--- src/rtl/serChanPkg.sv ---
package serChanPkg;

  typedef enum logic [1:0] {
    MODE_CSI  = 2'd0,
    MODE_UART = 2'd1,
    MODE_I2C  = 2'd2,
    MODE_RSV  = 2'd3
  } chanMode_e;

  // strobes from control to datapath
  typedef struct packed {
    logic wrDiv;    // load divider field from bus
    logic wrBuf;    // load buffer bits from bus
    logic capRx;    // load buffer bits from receive shifter
    logic runDiv;   // run internal divider
    logic useExt;   // pass external clock edges
    logic hideDiv;  // divider field reads as zero
  } dpStrobe_t;

endpackage

--- src/rtl/serChanCtrl.sv ---
module serChanCtrl
  import serChanPkg::*;
#(
  parameter int DIV_W = 7
) (
  input  logic             clk,
  input  logic             rstN,
  input  logic             busWr,
  input  logic             rxLoad,
  input  logic             chanEn,
  input  logic             clkSrcSel,
  input  logic [1:0]       protoMode,
  input  logic [DIV_W-1:0] divVal,
  output dpStrobe_t        strobe,
  output logic             cfgErr
);

  chanMode_e modeSel;
  logic      enPrev;
  logic      illegal;
  logic      divZero;
  logic      divLeOne;

  assign modeSel  = chanMode_e'(protoMode);
  assign divZero  = (divVal == '0);
  assign divLeOne = (divVal <= DIV_W'(1));

  always_comb begin
    strobe.wrDiv   = busWr && !chanEn;
    strobe.wrBuf   = busWr && !rxLoad;
    strobe.capRx   = rxLoad;
    strobe.runDiv  = chanEn && !clkSrcSel;
    strobe.useExt  = chanEn && clkSrcSel;
    strobe.hideDiv = chanEn;
  end

  always_comb begin
    if (clkSrcSel) illegal = !divZero;
    else begin
      case (modeSel)
        MODE_UART: illegal = divLeOne;
        MODE_I2C:  illegal = divZero;
        default:   illegal = 1'b0;
      endcase
    end
  end

  always_ff @(posedge clk or negedge rstN) begin
    if (!rstN) begin
      enPrev <= 1'b0;
      cfgErr <= 1'b0;
    end else begin
      enPrev <= chanEn;
      if (chanEn && !enPrev && illegal) cfgErr <= 1'b1;
    end
  end

  // the flag never clears without reset
  assert_err_sticky_R9: assert property (@(posedge clk) disable iff (!rstN)
    cfgErr |=> cfgErr);

endmodule

--- src/rtl/serChanDatapath.sv ---
module serChanDatapath
  import serChanPkg::*;
#(
  parameter int REG_W = 16,
  parameter int DIV_W = 7,
  parameter int BUF_W = 9
) (
  input  logic                   clk,
  input  logic                   rstN,
  input  dpStrobe_t              strobe,
  input  logic [REG_W-1:0]       busWdata,
  input  logic [REG_W-DIV_W-1:0] rxData,
  input  logic                   sclkIn,
  output logic [REG_W-1:0]       busRdata,
  output logic [REG_W-DIV_W-1:0] txData,
  output logic [DIV_W-1:0]       divVal,
  output logic                   tickOut
);

  localparam int LOW_W = REG_W - DIV_W;
  localparam int GAP_W = LOW_W - BUF_W;
  localparam int CNT_W = DIV_W + 1;

  logic [DIV_W-1:0] divReg;
  logic [BUF_W-1:0] bufReg;
  logic [CNT_W-1:0] cnt;
  logic [CNT_W-1:0] cntTerm;
  logic [DIV_W-1:0] hiField;
  logic             syncA, syncB, syncC;
  logic             divTick, extTick;

  // storage
  always_ff @(posedge clk or negedge rstN) begin
    if (!rstN) begin
      divReg <= '0;
      bufReg <= '0;
    end else begin
      if (strobe.wrDiv) divReg <= busWdata[REG_W-1 -: DIV_W];
      if (strobe.capRx)      bufReg <= rxData[BUF_W-1:0];
      else if (strobe.wrBuf) bufReg <= busWdata[BUF_W-1:0];
    end
  end

  // internal divider: period 2*(D+1), terminal count 2*D+1
  assign cntTerm = {divReg, 1'b1};

  always_ff @(posedge clk or negedge rstN) begin
    if (!rstN)                cnt <= '0;
    else if (!strobe.runDiv)  cnt <= '0;
    else if (cnt == cntTerm)  cnt <= '0;
    else                      cnt <= cnt + 1'b1;
  end

  assign divTick = strobe.runDiv && (cnt == cntTerm);

  // external clock: two-stage synchronizer plus edge register
  always_ff @(posedge clk or negedge rstN) begin
    if (!rstN) begin
      syncA <= 1'b0;
      syncB <= 1'b0;
      syncC <= 1'b0;
    end else begin
      syncA <= sclkIn;
      syncB <= syncA;
      syncC <= syncB;
    end
  end

  assign extTick = strobe.useExt && syncB && !syncC;
  assign tickOut = divTick || extTick;

  // read and transmit views
  assign hiField = strobe.hideDiv ? '0 : divReg;
  assign divVal  = divReg;

  generate
    if (GAP_W > 0) begin : g_narrow
      assign busRdata = {hiField, {GAP_W{1'b0}}, bufReg};
      assign txData   = {{GAP_W{1'b0}}, bufReg};
      logic unusedHi;
      assign unusedHi = ^{busWdata[LOW_W-1 -: GAP_W], rxData[LOW_W-1 -: GAP_W]};
    end else begin : g_wide
      assign busRdata = {hiField, bufReg};
      assign txData   = bufReg;
    end
  endgenerate

  // divider field frozen while running
  assert_div_hold_R3: assert property (@(posedge clk) disable iff (!rstN)
    (strobe.hideDiv && $past(strobe.hideDiv)) |-> $stable(divReg));

  // counter never passes its terminal value
  assert_cnt_bound_R7: assert property (@(posedge clk) disable iff (!rstN)
    cnt <= cntTerm);

  // an external edge gives a single-cycle pulse
  assert_ext_single_R8: assert property (@(posedge clk) disable iff (!rstN)
    extTick |=> !extTick);

endmodule

--- src/rtl/serChanBuf.sv ---
module serChanBuf
  import serChanPkg::*;
#(
  parameter int WIDE_BUF = 1,
  parameter int REG_W    = 16,
  parameter int DIV_W    = 7
) (
  input  logic                   clk,
  input  logic                   rstN,
  input  logic                   busWr,
  input  logic [REG_W-1:0]       busWdata,
  output logic [REG_W-1:0]       busRdata,
  input  logic                   chanEn,
  input  logic                   clkSrcSel,
  input  logic [1:0]             protoMode,
  input  logic                   rxLoad,
  input  logic [REG_W-DIV_W-1:0] rxData,
  output logic [REG_W-DIV_W-1:0] txData,
  input  logic                   sclkIn,
  output logic                   txClkEn,
  output logic                   cfgErr
);

  localparam int LOW_W = REG_W - DIV_W;
  localparam int BUF_W = (WIDE_BUF != 0) ? LOW_W : LOW_W - 1;

  dpStrobe_t        strobe;
  logic [DIV_W-1:0] divVal;

  serChanCtrl #(.DIV_W(DIV_W)) i_ctrl (
    .clk(clk), .rstN(rstN), .busWr(busWr), .rxLoad(rxLoad),
    .chanEn(chanEn), .clkSrcSel(clkSrcSel), .protoMode(protoMode),
    .divVal(divVal), .strobe(strobe), .cfgErr(cfgErr)
  );

  serChanDatapath #(.REG_W(REG_W), .DIV_W(DIV_W), .BUF_W(BUF_W)) i_dp (
    .clk(clk), .rstN(rstN), .strobe(strobe), .busWdata(busWdata),
    .rxData(rxData), .sclkIn(sclkIn), .busRdata(busRdata),
    .txData(txData), .divVal(divVal), .tickOut(txClkEn)
  );

  // no enable while stopped (crosses control and datapath)
  assert_idle_quiet_R10: assert property (@(posedge clk) disable iff (!rstN)
    !chanEn |-> !txClkEn);

endmodule

--- config.mk ---
export PLATFORM = sky130hd
export DESIGN_NAME = serChanBuf
export DESIGN_NICKNAME = d
export VERILOG_FILES = /design/src/rtl/serChanPkg.sv /design/src/rtl/serChanCtrl.sv /design/src/rtl/serChanDatapath.sv /design/src/rtl/serChanBuf.sv
export SDC_FILE = /design/constraint.sdc
export NUM_CORES = 1
export LEC_CHECK = 0
export CAP_MARGIN = 0
export CORE_MARGIN = 2
export CORE_UTILIZATION = 25
export CTS_BUF_LIST = sky130_fd_sc_hd__clkbuf_16
export CTS_CLUSTER_DIAMETER = 120
export CTS_CLUSTER_SIZE = 8
export DETAILED_ROUTE_END_ITERATION = 7
export DONT_BUFFER_PORTS = 1
export GPL_ROUTABILITY_DRIVEN = 0
export PLACE_DENSITY = 0.45
export SLEW_MARGIN = 20
export SYNTH_ARGS = -nofsm -noshare
export SYNTH_HDL_FRONTEND = slang
export SYNTH_SLANG_ARGS = --single-unit
--- constraint.sdc ---
create_clock -name clk -period 3.25 [get_ports clk]
set_input_delay 0 -clock clk [delete_from_list [all_inputs] [get_ports clk]]
set_output_delay 0 -clock clk [all_outputs]
set_load 0.02 [all_outputs]
==> impl_results.md, run 1 <==
* Largest cells by area after synthesis: dfrtp_1, mux2i_1, buf_4
* # IOs at 61
* Final wirelength at 3520 µm
* Count leader, synth: dfrtp_1
* CP startpoint: i_dp.divVal[6]
* Core Region at 5890 µm²
* Final Hold Fails at 0
* Clock share of power at 0.430
* Min cycle time layout at roughly 1.7 ns
* Initial DRT Pass Iterations at 4
* TritonCTS Sinks at 29
* Netlist cell types at 34
* Tcrit/Tclk final at 0.532
* Hold crit path type: input pin to flip-flop
* Die Span Y at ~80 µm
* Max-slew violations at 0
* Pint at about 0.73 mW
* Critical path required time at 3.25 ns
* Critical R2R Launch: i_dp.txData[2]
* Crit path max fanout at 8
* Clock buffer depth at 2
* Nets@finish at 195
* Yosys top cell area share at 0.482
* IO Port Bufs at 0
* ANT cells at 0
* Violation count after the first detailed-routing iteration at 46
* Worst-skew pair later-pin latency at approximately 0.27 ns
* Post-CTS Resized at 0
* Crit Path Category: flip-flop to output pin
* Post-synth top cells: dfrtp_1, nand2_1, o21ai_0, buf_4, mux2i_1
* Leakage at roughly 0.8 nW
* Detailed Place HPWL at between 2000 and 2500 µm
* Reg-to-reg endpoint: i_dp.txData[2]
* Clock skew at 0.00309 ns
* GRT overflow at 0
* Worst setup path end: txClkEn
* Total track usage at 0.116
* Routed Antenna Nets at 0
* FMAX at ~0.58 GHz
* Post-Syn Area at roughly 1500 µm²
* Sequential Area at around 730 µm²
* Slew at the pin closest to its max-slew limit at roughly 0.66 ns
* Initial antenna violation count at 0
* Register-to-register setup slack at 1.70 ns
* Avg Inst Size Synth at approximately 11 µm²
* Slew HR at 0.559
* Row count at 28
* Crit. End Element: output pin
* CTS tree: built
* CTS buffer count at 5
* H-tree depth at 2
* First-pass GRT wire length at ~5600 µm
* Asr flop ratio synth at 1.00
* Placement Cell Area at roughly 1500 µm²
* Peak supply drop at approximately 230 µV
* Reg2Reg Depth at 3
* Syn. warnings at 0
* Multi-input logic area at 664 µm²
* Area grow syn2layout at 29.0%
* Die width at about 80 µm
* Outcome: complete, no violations
* Vias/cell at approximately 4.8
* Die ar. at ~6700 µm²
* EDFF count, synth at 0
* CP Launch Type: flip-flop
* Number of global-route vias before repair at between 1000 and 1500
* Cell Pwr Density at about 520 nW/µm²
* Net switching power figure at roughly 0.27 mW
* Vias at about 1100
* Routed WL per cell at approximately 15 µm
* Unrepaired setup endpoints after global routing: false
* Seq pwr share at 0.443
* # DRC at 0
* Share of post-route cells with drive strength above 1 at 0.126
* Seq/Total Area, Yosys at 0.482
* Comb pwr share at 0.127
* Synth Flop Type: dfrtp_1
* Fin area at a little under 2000 µm²
* Final Setup Violations at 0
* Synthesized Nets at around 180
* Starting density of the core at 0.256
* Setup total negative slack at 0 ns
* Reg clk slew, reported paths at around 0.05 ns
* Dominant cell type by area after synthesis: dfrtp_1
* Root Buffer: clkbuf_16
* Largest net degree at the start of global routing at 30
* Mapped Cells at ~140
* Critical path arrival at approximately 1.7 ns
* Synth Register Bits at 29
* Sw Ratio at 0.272
* Filler cell count at 590
* Max cap viols at 0
==> timing repair <==
action                                 4_1_cts  5_1_grt
hold buffers                                29        0
setup buffers                                0        0
endpoints found under the hold margin       47        0
==> placed cells by master, fill, tap and decap left out, drive strengths merged, types with 3 or more instances in the layout <==
cell type    netlist  routed
dfrtp             29      29
dlygate4sd3        0      28
nand2             13      13
o21ai             12      12
mux2i              9       9
nor2b              8       8
xor2               6       6
inv                5       6
mux2               6       6
clkbuf             5       5
xnor2              4       4
a211oi             4       4
nor2               3       3
ha                 3       3
a221oi             3       3
==> logic make-up after synthesis <==
group           count (synthesis)  synth area share
compound gates                 24             0.108
xor+xnor                       10            0.0582
fa+ha+maj                       3            0.0249
buf+inv                        21            0.0765
flops                          29             0.482
mux                            15             0.105
simple gates                   36             0.145
==> sequential cells by signal, summed over array words and instances (netlist names) <==
| signal | flops |
|---|---|
| i_ctrl.cfgErr | 1 |
| i_ctrl.enPrev | 1 |
| i_dp.cnt | 8 |
| i_dp.divVal | 7 |
| i_dp.syncA | 1 |
| i_dp.syncB | 1 |
| i_dp.syncC | 1 |
| i_dp.txData | 9 |
==> stage by stage <==
step / util / cells / worst slack, ns / hold slack (ns) / total power [mW]
floorplan: - / 138 / 1.90 / -0.296 / 0.536
global placement: 0.255 / 197 / 1.80 / -0.295 / 0.531
detailed placement: 0.255 / 197 / 1.77 / -0.295 / 0.536
CTS: 0.330 / 234 / 1.52 / 0.0705 / 1.02
global route: 0.330 / 234 / 1.46 / 0.0844 / 1.06
finish: 0.330 / 234 / 1.52 / 0.0643 / 1.01
==> area by class of cell <==
class | instances | share of cell area
inverters | 5 | 0.00966
multi-input cells | 88 | 0.342
flip-flops and latches | 29 | 0.374
clock inverters | 3 | 0.00709
repair buffers | 29 | 0.155
well taps | 75 | 0.0483
clock buffers | 5 | 0.0644
==> how the worst min path moves through the flow <==
| stage | startpoint | slack, ns | cells past startpoint | end |
|---|---|---|---|---|
| floorplan | rstN | -0.30 | 0 | i_ctrl.cfgErr |
| CTS | chanEn | 0.07 | 3 | i_dp.divVal[0] |
| detailed placement | rstN | -0.29 | 0 | i_dp.divVal[3] |
| global placement | rstN | -0.29 | 0 | i_dp.divVal[3] |
| finish | chanEn | 0.06 | 2 | i_dp.divVal[0] |
| global route | chanEn | 0.08 | 1 | busRdata[13] |
==> worst max-delay path, stage by stage (launching register included) <==
cell     delay (ns)
dfrtp_1        0.41
xor2_1         0.21
nor4_4         0.52
a31o_2         0.32
==> power by group through the flow <==
| stage | combinational (mW) | sequential [mW] | clock [mW] |
|---|---|---|---|
| after floorplan | 0.109 | 0.427 | 0 |
| after global placement | 0.0804 | 0.451 | 0 |
| after detailed placement | 0.0834 | 0.452 | 0 |
| after CTS | 0.128 | 0.447 | 0.446 |
| after global routing | 0.140 | 0.451 | 0.465 |
| final | 0.128 | 0.446 | 0.433 |
==> routing by layer <==
| metal | GRT usage | routed length [µm] |
|---|---|---|
| met1 | 0.116 | 1360 |
| met2 | 0.202 | 1750 |
| met3 | 0.0462 | 307 |
| met4 | 0.0700 | 95 |
| met5 | 0 | 0 |
Power figures use the tool's default switching activity.
==> run 2, diff against run 1 <==
==> constraint.sdc (replaced) <==
create_clock -name clk -period 1.6 [get_ports clk]
set_input_delay 0 -clock clk [delete_from_list [all_inputs] [get_ports clk]]
set_output_delay 0 -clock clk [all_outputs]
set_load 0.02 [all_outputs]
==> run 2 against run 1 <==
Register-to-register slack got worse by 1.6 ns. Clock power is 140% higher. Cell area grew 3.0%. Wire length increased by 6.8%. Largest cell class unchanged.
==> impl_results.md, run 2 (same netlist as run 1, synthesis figures left out) <==
* Outcome: complete, no violations
* Reg clk slew, reported paths at around 0.05 ns
* Die width at slightly above 80 µm
* Largest net degree at the start of global routing at 30
* Final wirelength at roughly 3800 µm
* FMAX at roughly 0.66 GHz
* Critical path required time at 1.60 ns
* Max reg flops at 9
* Clock skew at between 0.002 and 0.0025 ns
* Share of post-route cells with drive strength above 1 at 0.160
* Slew at the pin closest to its max-slew limit at roughly 0.51 ns
* First-pass GRT wire length at between 5000 and 6000 µm
* Die ar. at 6660 µm²
* Final Setup Violations at 0
* Vias at between 1000 and 1500
* Routed WL per cell at ~16 µm
* Crit Path Category: flip-flop to output pin
* Min cycle time layout at roughly 1.5 ns
* GRT overflow at 0
* Critical hold path startpoint: chanEn
* # DRC at 0
* ANT cells at 0
* Clock buffer depth at 2
* H-tree depth at 2
* Max-slew violations at 0
* Net switching power figure at approximately 0.57 mW
* CP cell instances: xor2_1, nor4_4, a31o_2
* Detailed Place HPWL at ~2400 µm
* Commonest cells after routing, fill and taps aside: dlygate4sd3_1, dfrtp_1, nand2_1, o21ai_0, mux2i_1
* Filler cell count at just under 600
* Number of global-route vias before repair at 1236
* Initial DRT Pass Iterations at 4
* Starting density of the core at 0.256
* Nets@finish at 199
* Most common cell after layout, fill and taps aside: dlygate4sd3_1
* Fin util at 0.340
* Violation count after the first detailed-routing iteration at 28
* # IOs at slightly above 60
* Max incr delay on CP at between 0.4 and 0.5 ns
* Pint at about 1.7 mW
* Crit path max fanout at 4
* Sw Ratio at 0.255
* CTS tree: built
* Cell Pwr Density at ~1100 nW/µm²
* Critical Path Slowest Stage Cell: dfrtp_1
* Routed Antenna Nets at 0
* Area grow syn2layout at 32.8%
* TritonCTS Sinks at 29
* Peak supply drop at approximately 510 µV
* CP Launch Type: flip-flop
* IO Port Bufs at 0
* Final Hold Fails at 0
* Die Span Y at 81.6 µm
* Total track usage at 0.122
* Leakage at 0.846 nW
* Critical R2R Launch: i_dp.cnt[1]
* Vias/cell at approximately 4.7
* Max cap viols at 0
* Slew HR at 0.656
* CP startpoint: i_dp.cnt[2]
* Tcrit/Tclk final at 0.953
* CTS buffer count at 5
* Row count at 28
* Hold crit path type: input pin to flip-flop
* Critical path arrival at ~1.5 ns
* Final worst slack at ~0.076 ns
* Pre-CTS setup slack at roughly 0.14 ns
* Worst-skew pair later-pin latency at between 0.2 and 0.3 ns
* Root Buffer: clkbuf_16
* Core Region at 5890 µm²
* Seq pwr share at 0.403
* Clock share of power at 0.470
* Initial antenna violation count at 0
* Crit. End Element: output pin
* Comb pwr share at 0.127
* Bufs and invs on worst path at 0
* CP top delay family: flip-flops
-- run 2: cell count changes in the layout (fill, tap and decap cells not counted) --
| cell | previous run | this run |
|---|---|---|
| and4_2 | 0 | 1 |
| clkinv_1 | 0 | 1 |
| clkinv_2 | 2 | 0 |
| bufinv_16 | 0 | 1 |
| dfrtp_1 | 29 | 27 |
| dfrtp_2 | 0 | 2 |
| and4_1 | 1 | 0 |
| buf_4 | 0 | 4 |
-- run 2: routing by layer --
| layer | GRT usage | wire length (µm) | share of wire | vias to the layer above |
|---|---|---|---|---|
| met5 | 0 | 0 | 0 | - |
| met4 | 0.0550 | 71 | 0.019 | 0 |
| met3 | 0.0418 | 290 | 0.077 | 7 |
| met2 | 0.220 | 1910 | 0.51 | 54 |
| met1 | 0.127 | 1490 | 0.40 | 530 |
| li1 | - | - | - | 517 |
-- run 2: layout make-up --
class / count / area [µm²] / share of cell area
clock buffers: 5 / 125 / 0.0626
clock inverters: 3 / 37.5 / 0.0188
flip-flops and latches: 29 / 728 / 0.364
multi-input cells: 88 / 666 / 0.333
repair buffers: 33 / 330 / 0.165
well taps: 75 / 93.8 / 0.0469
inverters: 5 / 18.8 / 0.00939
-- run 2: through the flow --
step	area [µm²]	TNS [ns]	instances	total power, mW	hold slack [ns]
final	2000	0	238	2.23	0.0797
after global routing	2000	-0.0102	238	2.33	0.0844
after CTS	1990	0	237	2.24	0.0751
after detailed placement	1520	0	199	1.09	-0.295
after global placement	1520	0	199	1.09	-0.295
after floorplan	1510	0	138	1.09	-0.296
-- run 2: power by group through the flow --
stage	clock (mW)	combinational [mW]	sequential, mW
2_1_floorplan	0	0.221	0.868
3_3_place_gp	0	0.177	0.908
3_5_place_dp	0	0.182	0.909
4_1_cts	1.07	0.279	0.898
5_1_grt	1.11	0.310	0.906
6_report	1.05	0.282	0.898
-- run 2: final timing paths --
kind | slack, ns | cells past startpoint | end
hold reg to reg | 0.35 | 0 | i_dp.syncB
setup reg to reg | 0.10 | 4 | i_dp.cnt[7]
setup / recovery | 0.08 | 3 | txClkEn
hold / removal | 0.08 | 2 | i_dp.cnt[7]
min in group asynchronous | 0.17 | 2 | i_dp.cnt[3]
max in group asynchronous | 1.25 | 2 | i_dp.txData[4]
-- run 2: timing repair --
action                                  CTS  global route
hold buffers                             29             0
endpoints found under the hold margin    47             0
setup buffers                             1             1
endpoints found under the setup margin    1             4
resized for setup                         0             3
pin swaps                                 1             1
